--- src/rtl/cmd_watchdog_pkg.sv ---
// Package: shared constants and types for the command-word watchdog.
// Assumes command words are 16 bits wide and compared exactly.
package cmd_watchdog_pkg;

    localparam int CMD_W = 16;

    localparam logic [CMD_W-1:0] CMD_HALT    = 16'h3877;
    localparam logic [CMD_W-1:0] CMD_RUN     = 16'h4A4B;
    localparam logic [CMD_W-1:0] CMD_ACK     = 16'h7482;
    localparam logic [CMD_W-1:0] CMD_OPEN    = 16'hAB00;
    localparam logic [CMD_W-1:0] CMD_CLOSE   = 16'hAB01;
    localparam logic [CMD_W-1:0] CMD_REFILL  = 16'hDEAF;

    // One-cycle strobes produced by the bus decoder.
    typedef struct packed {
        logic halt;
        logic run;
        logic ack;
        logic open;
        logic close;
        logic refill;
        logic cnt_wr;
    } wdt_cmd_t;

endpackage

--- src/rtl/cmd_watchdog_decode.sv ---
// Module: cmd_watchdog_decode
// Turns one bus write into at most one command strobe.
// Assumes a single access per cycle. Only the low CMD_W data bits are
// compared against the command words; the rest of the word is not looked at.
module cmd_watchdog_decode
    import cmd_watchdog_pkg::*;
#(
    parameter int ADDR_W = 4,
    parameter int DATA_W = 32,
    parameter logic [ADDR_W-1:0] CTRL_OFS = 4'h0,
    parameter logic [ADDR_W-1:0] CNT_OFS  = 4'h4
) (
    input  logic              bus_sel,
    input  logic              bus_wr,
    input  logic [ADDR_W-1:0] bus_addr,
    input  logic [CMD_W-1:0]  cmd_word,
    output wdt_cmd_t          cmd
);

    logic ctrl_wr;

    // Purpose: qualify the write strobe for each register and match the command words.
    always_comb begin
        ctrl_wr    = bus_sel && bus_wr && (bus_addr == CTRL_OFS);
        cmd.halt   = ctrl_wr && (cmd_word == CMD_HALT);
        cmd.run    = ctrl_wr && (cmd_word == CMD_RUN);
        cmd.ack    = ctrl_wr && (cmd_word == CMD_ACK);
        cmd.open   = ctrl_wr && (cmd_word == CMD_OPEN);
        cmd.close  = ctrl_wr && (cmd_word == CMD_CLOSE);
        cmd.refill = ctrl_wr && (cmd_word == CMD_REFILL);
        cmd.cnt_wr = bus_sel && bus_wr && (bus_addr == CNT_OFS);
    end

endmodule

--- src/rtl/cmd_watchdog_mode.sv ---
// Module: cmd_watchdog_mode
// Holds the run/stop state and the count-register write gate.
// Assumes command strobes are mutually exclusive (one bus write per cycle).
module cmd_watchdog_mode
    import cmd_watchdog_pkg::*;
(
    input  logic     clk,
    input  logic     rst_n,
    input  wdt_cmd_t cmd,
    output logic     running,
    output logic     unlocked,
    output logic     load_ok
);

    // Purpose: update the run and write-gate flags from the command strobes.
    always_ff @(posedge clk) begin
        if (!rst_n) begin
            running  <= 1'b0;
            unlocked <= 1'b0;
        end else begin
            if (cmd.halt)
                running <= 1'b0;
            else if (cmd.run)
                running <= 1'b1;
            if (cmd.open)
                unlocked <= 1'b1;
            else if (cmd.close)
                unlocked <= 1'b0;
        end
    end

    // Purpose: let a count write through only while the gate is open.
    always_comb load_ok = cmd.cnt_wr && unlocked;

endmodule

--- src/rtl/cmd_watchdog_timer.sv ---
// Module: cmd_watchdog_timer
// Down-counter with expiry flags. A bus load outranks a tick, and an expiry
// outranks an interrupt acknowledge issued in the same cycle.
// Assumes tick is a one-cycle enable pulse.
module cmd_watchdog_timer #(
    parameter int CNT_W  = 20,
    parameter int FRAC_W = 4,
    localparam int REG_W = CNT_W - FRAC_W
) (
    input  logic             clk,
    input  logic             rst_n,
    input  logic             tick,
    input  logic             running,
    input  logic             load,
    input  logic [REG_W-1:0] load_val,
    input  logic             refill,
    input  logic             ack,
    output logic [CNT_W-1:0] count,
    output logic             irq,
    output logic             rst_req
);

    localparam logic [CNT_W-1:0] FULL = {{REG_W{1'b1}}, {FRAC_W{1'b0}}};
    localparam logic [CNT_W-1:0] ONE  = CNT_W'(1);

    logic any_load;
    logic step;
    logic expire;

    // Purpose: derive the load, step and expiry conditions for this cycle.
    always_comb begin
        any_load = load || refill;
        step     = running && tick && !any_load;
        expire   = step && (count <= ONE);
    end

    // Purpose: load, refill or decrement the counter, and hold it at zero.
    always_ff @(posedge clk) begin
        if (!rst_n)
            count <= FULL;
        else if (load)
            count <= {load_val, {FRAC_W{1'b0}}};
        else if (refill)
            count <= FULL;
        else if (step && count != '0)
            count <= count - ONE;
    end

    // Purpose: keep the sticky interrupt; an expiry beats an acknowledge.
    always_ff @(posedge clk) begin
        if (!rst_n)
            irq <= 1'b0;
        else if (expire)
            irq <= 1'b1;
        else if (ack)
            irq <= 1'b0;
    end

    // Purpose: assert the reset request on expiry and drop it on any reload.
    always_ff @(posedge clk) begin
        if (!rst_n)
            rst_req <= 1'b0;
        else if (expire)
            rst_req <= 1'b1;
        else if (any_load)
            rst_req <= 1'b0;
    end

endmodule

--- src/rtl/cmd_watchdog.sv ---
// Module: cmd_watchdog (top)
// Watchdog with a command-word control register and a write-gated count register.
// Assumes bus_rdata is sampled in the cycle of a read strobe (a combinational read).
module cmd_watchdog
    import cmd_watchdog_pkg::*;
#(
    parameter int ADDR_W = 4,
    parameter int DATA_W = 32,
    parameter int CNT_W  = 20,
    parameter int FRAC_W = 4,
    parameter logic [ADDR_W-1:0] CTRL_OFS = 4'h0,
    parameter logic [ADDR_W-1:0] CNT_OFS  = 4'h4
) (
    input  logic              clk,
    input  logic              rst_n,
    input  logic              tick_en,
    input  logic              bus_sel,
    input  logic              bus_wr,
    input  logic [ADDR_W-1:0] bus_addr,
    input  logic [DATA_W-1:0] bus_wdata,
    output logic [DATA_W-1:0] bus_rdata,
    output logic              irq,
    output logic              rst_req
);

    localparam int REG_W = CNT_W - FRAC_W;

    wdt_cmd_t          cmd;
    logic              running;
    logic              unlocked;
    logic              load_ok;
    logic [CNT_W-1:0]  count;

    cmd_watchdog_decode #(
        .ADDR_W(ADDR_W), .DATA_W(DATA_W), .CTRL_OFS(CTRL_OFS), .CNT_OFS(CNT_OFS)
    ) u_decode (
        .bus_sel (bus_sel),
        .bus_wr  (bus_wr),
        .bus_addr(bus_addr),
        .cmd_word(bus_wdata[CMD_W-1:0]),
        .cmd     (cmd)
    );

    cmd_watchdog_mode u_mode (
        .clk     (clk),
        .rst_n   (rst_n),
        .cmd     (cmd),
        .running (running),
        .unlocked(unlocked),
        .load_ok (load_ok)
    );

    cmd_watchdog_timer #(.CNT_W(CNT_W), .FRAC_W(FRAC_W)) u_timer (
        .clk     (clk),
        .rst_n   (rst_n),
        .tick    (tick_en),
        .running (running),
        .load    (load_ok),
        .load_val(bus_wdata[REG_W-1:0]),
        .refill  (cmd.refill),
        .ack     (cmd.ack),
        .count   (count),
        .irq     (irq),
        .rst_req (rst_req)
    );

    // Purpose: return the visible counter bits on a count read; all else reads zero.
    always_comb begin
        bus_rdata = '0;
        if (bus_sel && !bus_wr && bus_addr == CNT_OFS)
            bus_rdata[REG_W-1:0] = count[CNT_W-1:FRAC_W];
    end

endmodule

--- config.mk ---
export PLATFORM = sky130hd
export DESIGN_NAME = cmd_watchdog
export DESIGN_NICKNAME = d
export VERILOG_FILES = /design/src/rtl/cmd_watchdog_pkg.sv /design/src/rtl/cmd_watchdog_decode.sv /design/src/rtl/cmd_watchdog_mode.sv /design/src/rtl/cmd_watchdog_timer.sv /design/src/rtl/cmd_watchdog.sv
export SDC_FILE = /design/constraint.sdc
export NUM_CORES = 1
export LEC_CHECK = 0
export ABC_AREA = 0
export BUFFER_PORTS_ARGS = -buffer_cell sky130_fd_sc_hd__buf_2
export CAP_MARGIN = 10
export CORE_UTILIZATION = 50
export CTS_CLUSTER_DIAMETER = 30
export DETAILED_ROUTE_END_ITERATION = 6
export PLACE_DENSITY_LB_ADDON = 0.25
export SLEW_MARGIN = 20
export SYNTH_ARGS = -nofsm -noshare
export SYNTH_HDL_FRONTEND = slang
export SYNTH_HIERARCHICAL = 1
export SYNTH_SLANG_ARGS = --single-unit
--- constraint.sdc ---
create_clock -name clk -period 5.1 [get_ports clk]
set_input_delay 0.765 -clock clk [delete_from_list [all_inputs] [get_ports clk]]
set_output_delay 0.765 -clock clk [all_outputs]
set_load 0.005 [all_outputs]
* After elaboration in Yosys (flattened, before gate mapping) *
Index checks and enable logic that the tools add are counted.
Widths: inputs -> output; s select.

word-level totals
  register bits after elaboration = 24
  bits of input ports = 41
  logic and storage cells = 53

operators by class
  bitwise gates (word level) = 1
  reduce and logical (&&, ||, !) cells = 27
  add/sub/neg operators = 1
  muxes and demuxes = 10
  order comparisons = 1
  eq/ne operators = 7

operators with widths
  kind                   count
  $mux 20                3
  $eq 16x16->1 const B   3
  $eq 16x15->1 const B   2
  $le 20x1->1 const B    1
  $reduce_bool 20->1     1
  $sub 20x1->20 const B  1
  $eq 16x14->1 const B   1
  $logic_and 1x1->1      16
  $mux 16                1
  $mux 1                 6
  $reduce_bool 2->1      3
  $eq 4x3->1 const B     1
  $logic_not 4->1        1
  $reduce_bool 3->1      1
  $reduce_or 3->1        1
  $logic_not 1->1        2
  $reduce_or 2->1        1
  $logic_or 1x1->1       1
  $not 1->1              1

* Logic depth before layout (Yosys ltp) *
Gate-level depths: netlist of run 1.

  depth after elaboration = 10
  gate-level depth with buffers = 10
  gate-level depth less buffers = 8

* By module *
The synthesis of run 1 kept the hierarchy.

modules (own cells, without submodules)
  module               times used  area each (µm²)  cells an instance
  cmd_watchdog_timer   1           1447.6           183
  cmd_watchdog         1           257.7            37
  cmd_watchdog_decode  1           220.2            33
  cmd_watchdog_mode    1           80.1             7

* Worst setup path after synthesis of run 1 *
OpenSTA, ideal clock, no wires.

  kind = in2reg
  from = in bus_addr[3]
  to = reg u_timer.count[6]
  setup time = 122 ps
  arrival time = 2480 ps
  required time = 4978 ps
  slack = 2498 ps
  stages on the path = 9
  path through = nor4b_4 > and3_2 > and2_2 > clkbuf_1 > inv_1 > clkbuf_1 > o22ai_1 > nand2_1 > a311o_1

RTL lines
  what                  RTL line                  source
  from (decl)           cmd_watchdog.sv:19        input logic [ADDR_W-1:0] bus_addr,
  to (signal assigned)  cmd_watchdog_timer.sv:42  count <= {load_val, {FRAC_W{1'b0}}};
  to (signal assigned)  cmd_watchdog_timer.sv:46  count <= count - ONE;
  to (decl)             cmd_watchdog_timer.sv:18  output logic [CNT_W-1:0] count,

==> impl_metrics.env, run 1 <==
export IMPL_p_comb_frac=0.107
export IMPL_min_period_ps=2940
export IMPL_cts_tree="built"
export IMPL_worstSetupEndpointType="flop"
export IMPL_vias_per_cell=6.08
export IMPL_clock_sinks=24
export IMPL_die_area_um2=4270
export IMPL_hp_start="u_timer/rst_req"
export IMPL_worstRegToRegCells=5
export IMPL_crit_arrival_ps=3080
export IMPL_yosysMostFrequentCell="dfxtp_1"
export IMPL_yosys_most_used_dff="dfxtp_1"
export IMPL_via_count=2072
export IMPL_power_uw=340
export IMPL_rsz0062_at_grt="false"
export IMPL_cp_start_kind="primary input"
export IMPL_fin_nets=339
export IMPL_gp_congestion=0.902
export IMPL_clock_path_buffers=2
export IMPL_synthTopCellsByArea="dfxtp_1, buf_4, and3_1, nor2_1, nand2_1"
export IMPL_ys_ff_latch=24
export IMPL_cts_hold_buf=0
export IMPL_netSwitchingFraction=0.254
export IMPL_cts_resized=0
export IMPL_core_area_um2=3740
export IMPL_grt_pass1_wl_um=8580
export IMPL_antenna_found_initial=0
export IMPL_p_sw_uw=86.2
export IMPL_dp_hpwl_um=4040
export IMPL_grt_overflow_total=0
export IMPL_worstSetupPathType="primary input to flop"
export IMPL_slowest_stage="nor2_1"
export IMPL_path_buf_inv=1
export IMPL_routedWlPerCell_um=15.6
export IMPL_antennaDiodeCount=0
export IMPL_cell_internal_pwr_uw=254
export IMPL_hold_viol=0
export IMPL_cp_required_ps=5250
export IMPL_cellPowerDensity_nw_per_um2=154
export IMPL_routed_wl_um=5330
export IMPL_maxCapViolCount=0
export IMPL_worstHoldEndpoint="u_timer/rst_req"
export IMPL_postCtsSetupRepairBufs=0
export IMPL_pwr_share_seq=0.551
export IMPL_ant_nets=0
export IMPL_path_cells="buf_2, nor4b_4, and3_2, and2_2, nor2_1, nand2_1, a311oi_1, a31oi_1"
export IMPL_synth_common_cells="dfxtp_1, nor2_1, and3_1"
export IMPL_status="completed"
export IMPL_yosysWarnings=6
export IMPL_syn_area_per_cell_um2=7.71
export IMPL_htreeDepth=1
export IMPL_synth_async_reset_ratio=0
export IMPL_grt_max_degree=19
export IMPL_path_max_fanout=13
export IMPL_die_height_um=65.3
export IMPL_synth_area_um2=2010
export IMPL_cts_made_buffers=3
export IMPL_cts_root_buf="clkbuf_8"
export IMPL_dr_pass1_iters=4
export IMPL_timing_rr_start="u_mode/unlocked"
export IMPL_design_portCount=75
export IMPL_hold_path_depth=2
export IMPL_yosysSeqAreaShare=0.240
export IMPL_clock_skew_ps=4.76
export IMPL_clkTransAtPathRegs_ps=90
export IMPL_slew_viol_final=0
export IMPL_layout_drive_gt1_share=0.215
export IMPL_hp_class="flop to flop"
export IMPL_dr_first_iter_drc_count=173
export IMPL_worstSkewPairLatency_ps=270
export IMPL_setup_viol=0
export IMPL_relSlewSlack=0.384
export IMPL_ir_drop_uv=131
export IMPL_synth_edf_count=0
export IMPL_dp_cells=338
export IMPL_yosysTopAreaCellShare=0.240
export IMPL_critPathTopFamily="simple AND/OR/NAND/NOR gates"
export IMPL_die_x_um=65.3
export IMPL_r2r_end="u_timer/count[11]"
export IMPL_worstMarginPinSlew_ps=920
export IMPL_finalCritPeriodShare=0.576
export IMPL_fin_hold_ws_ps=474
export IMPL_p_leak_uw=0.000893
export IMPL_rrSetupSlack_ps=2800
export IMPL_pre_cts_slack_ps=1930
export IMPL_tns_ps=0
export IMPL_rows=22
export IMPL_drc=0
export IMPL_portBuffers=42
export IMPL_synth_cell_types=61
export IMPL_critPathMaxStageDelay_ps=720
export IMPL_n_fill_cell=383
export IMPL_fmaxAchievable_mhz=340
export IMPL_synthToLayoutAreaGrowth_pct=9.79
export IMPL_track_usage=0.263
export IMPL_grt_pass1_vias=1761
export IMPL_yosys_area_top_type="dfxtp_1"
export IMPL_pwr_share_clk=0.342
export IMPL_start_util=0.536
export IMPL_synthCells=260
export IMPL_finalWorstSetupSlack_ps=2160
export IMPL_fin_cells=341
layout make-up:
class / count / area (um^2) / share of cell area
Timing Repair Buffer: 42 / 210 / 0.0955
Sequential cell: 24 / 480 / 0.218
Inverter: 7 / 26.3 / 0.0119
Clock buffer: 3 / 41.3 / 0.0188
Multi-Input combinational cell: 217 / 1380 / 0.628
Tap cell: 48 / 60.1 / 0.0273
power by group through the flow:
| stage | logic [uW] | registers [uW] | clock network, uW |
|---|---|---|---|
| 2_1_floorplan | 24.2 | 192 | 0 |
| 3_3_place_gp | 35.7 | 192 | 0 |
| 3_5_place_dp | 35.8 | 192 | 0 |
| 4_1_cts | 35.8 | 187 | 119 |
| 5_1_grt | 39.8 | 187 | 124 |
| 6_report | 36.4 | 187 | 116 |
routing by layer:
| metal | wire (um) | track usage | up-vias |
|---|---|---|---|
| met5 | 0 | 0 | - |
| met4 | 115 | 0.0951 | 0 |
| li1 | - | - | 1022 |
| met3 | 431 | 0.0330 | 10 |
| met1 | 2330 | 0.374 | 953 |
| met2 | 2450 | 0.403 | 87 |
state kept, by name, summed over array words and instances, names as in the netlist:
register	count
u_timer/count	20
u_mode/running	1
u_timer/irq	1
u_timer/rst_req	1
u_mode/unlocked	1
metrics by stage:
stage,instance area [um^2],util
4_1_cts,2200,0.588
6_report,2200,0.588
3_5_place_dp,2160,0.577
3_3_place_gp,2160,0.577
2_1_floorplan,2060,-
5_1_grt,2200,0.588
worst max path at each step:
stage	from	to	cells past startpoint
3_3_place_gp	bus_sel	u_timer/count[11]	8
6_report	bus_sel	u_timer/count[11]	8
2_1_floorplan	bus_addr[3]	u_timer/count[6]	9
5_1_grt	bus_sel	u_timer/count[7]	8
4_1_cts	bus_sel	u_timer/count[11]	8
3_5_place_dp	bus_sel	u_timer/count[11]	8
cells by family after synthesis:
kind of cell / share of synthesized area
adder cells (fa/ha/maj): 0.0187
AO/OA/AOI/OAI: 0.190
other: 0.00187
AND/OR/NAND/NOR: 0.421
flip-flops: 0.240
buffers and inverters: 0.0986
XOR/XNOR: 0.0306
cell usage in the layout, fill, tap and decap left out, types with 5 or more instances in the layout:
master | Yosys | routed
o21ai_0 | 10 | 10
nor4_1 | 8 | 8
nor2_1 | 23 | 23
nand4_1 | 7 | 7
buf_2 | 2 | 42
inv_1 | 7 | 7
conb_1 | 1 | 16
and3_1 | 19 | 19
a21oi_1 | 5 | 5
o211ai_1 | 6 | 6
nand3_1 | 12 | 12
nor3_1 | 12 | 12
dfxtp_1 | 24 | 24
nand2_1 | 17 | 17
tightest hold or removal path: stages (launching register included):
cell and delay [ps]:
dfxtp_1 330, nor2_1 40, nor2_1 70
Power figures use the tool's default switching activity.
==> run 2, diff against run 1 <==
==> constraint.sdc (replaced) <==
create_clock -name clk -period 3.1 [get_ports clk]
set_input_delay 0.465 -clock clk [delete_from_list [all_inputs] [get_ports clk]]
set_output_delay 0.465 -clock clk [all_outputs]
set_load 0.005 [all_outputs]
==> impl_metrics.env, run 2 (synthesis results as in run 1) <==
export IMPL_status="completed"
export IMPL_layout_common_cells="buf_2, dfxtp_1, nor2_1"
export IMPL_finalCritPeriodShare=0.730
export IMPL_grt_max_degree=19
export IMPL_path_buf_inv=1
export IMPL_worstSkewPairLatency_ps=270
export IMPL_tns_ps=0
export IMPL_cts_made_buffers=3
export IMPL_final_common_cell="buf_2"
export IMPL_drc=0
export IMPL_dr_first_iter_drc_count=206
export IMPL_dr_pass1_iters=5
export IMPL_clkTransAtPathRegs_ps=90
export IMPL_core_area_um2=3740
export IMPL_vias_per_cell=6.22
export IMPL_via_count=2145
export IMPL_finalWorstSetupSlack_ps=838
export IMPL_die_area_um2=4270
export IMPL_gp_congestion=0.905
export IMPL_slowest_stage="a21oi_2"
export IMPL_ir_drop_uv=186
export IMPL_dp_hpwl_um=4110
export IMPL_layout_drive_gt1_share=0.226
export IMPL_cts_hold_buf=0
export IMPL_grt_pass1_vias=1834
export IMPL_hp_class="flop to flop"
export IMPL_grt_overflow_total=0
export IMPL_n_fill_cell=373
export IMPL_hold_viol=0
export IMPL_portBuffers=42
export IMPL_relSlewSlack=0.478
export IMPL_clock_path_buffers=2
export IMPL_path_cells="inv_1, ha_1, and3_1, a21oi_2, o21ai_0, a221o_1"
export IMPL_crit_arrival_ps=2430
export IMPL_worstSetupEndpointType="flop"
export IMPL_antennaDiodeCount=0
export IMPL_cp_required_ps=3260
export IMPL_cts_root_buf="clkbuf_8"
export IMPL_cp_start_kind="flop"
export IMPL_cts_tree="built"
export IMPL_slew_viol_final=0
export IMPL_largest_register="u_timer/count"
export IMPL_routed_wl_um=5410
export IMPL_synthToLayoutAreaGrowth_pct=12.4
export IMPL_start_util=0.536
export IMPL_worstSetupPathType="flop to flop"
export IMPL_final_cell_area_um2=2250
export IMPL_largest_reg_flops=20
export IMPL_critPathMaxStageDelay_ps=640
export IMPL_min_period_ps=2260
export IMPL_ant_nets=0
export IMPL_cts_resized=0
export IMPL_grt_pass1_wl_um=8660
export IMPL_critPathTopFamily="compound AO/OA/AOI/OAI gates"
export IMPL_cellPowerDensity_nw_per_um2=288
export IMPL_path_max_fanout=16
export IMPL_postCtsSetupRepairBufs=0
export IMPL_setup_viol=0
export IMPL_p_leak_uw=0.000920
export IMPL_antenna_found_initial=0
export IMPL_pre_cts_slack_ps=610
export IMPL_fin_nets=342
export IMPL_die_height_um=65.3
export IMPL_rows=22
export IMPL_die_x_um=65.3
export IMPL_worstMarginPinSlew_ps=783
export IMPL_fin_hold_ws_ps=501
export IMPL_track_usage=0.263
export IMPL_routedWlPerCell_um=15.7
export IMPL_fmaxAchievable_mhz=442
export IMPL_design_portCount=75
export IMPL_maxCapViolCount=0
export IMPL_rsz0062_at_grt="false"
export IMPL_clock_skew_ps=1.49
export IMPL_clock_sinks=24
export IMPL_postPlaceCellArea_um2=2180
export IMPL_htreeDepth=1
## run 2: where the power goes
group	total, uW	switching (uW)	internal (uW)
Sequential	308	0.000141	308
Combinational	61.4	38.7	22.7
Clock	279	106	173
Total	648	145	503
## run 2: final cells by class
cell class              count  area, um^2  share of cell area
multi-input cells         217        1380               0.614
flip-flops and latches     24         480               0.213
repair buffers             45         233               0.103
well taps                  48        60.1              0.0266
clock buffers               3        41.3              0.0183
clock inverters             1        30.0              0.0133
inverters                   7        26.3              0.0117
## run 2: per-layer routing
| metal | share of wire | track usage |
|---|---|---|
| met1 | 0.43 | 0.352 |
| met2 | 0.45 | 0.409 |
| met4 | 0.031 | 0.109 |
| met3 | 0.085 | 0.0503 |
| met5 | 0 | 0 |
## run 2: worst min-delay path, stage by stage (launching register included)
cell and delay (ps):
dfxtp_1 320, nor2_1 100, nor2_1 50
## run 2: path summary, 6_finish.rpt
kind / startpoint / end / slack [ps] / cells after the start
setup / recovery: u_timer/count[0] / u_timer/count[4] / 840 / 6
hold / removal: u_timer/rst_req / u_timer/rst_req / 500 / 2
setup reg to reg: u_timer/count[0] / u_timer/count[4] / 840 / 6
hold reg to reg: u_timer/rst_req / u_timer/rst_req / 500 / 2
## run 2: metrics by stage
stage | instances | power (uW) | utilization
finish | 345 | 648 | 0.602
global route | 345 | 670 | 0.602
CTS | 345 | 653 | 0.602
detailed placement | 341 | 375 | 0.583
global placement | 341 | 375 | 0.583
floorplan | 275 | 355 | -
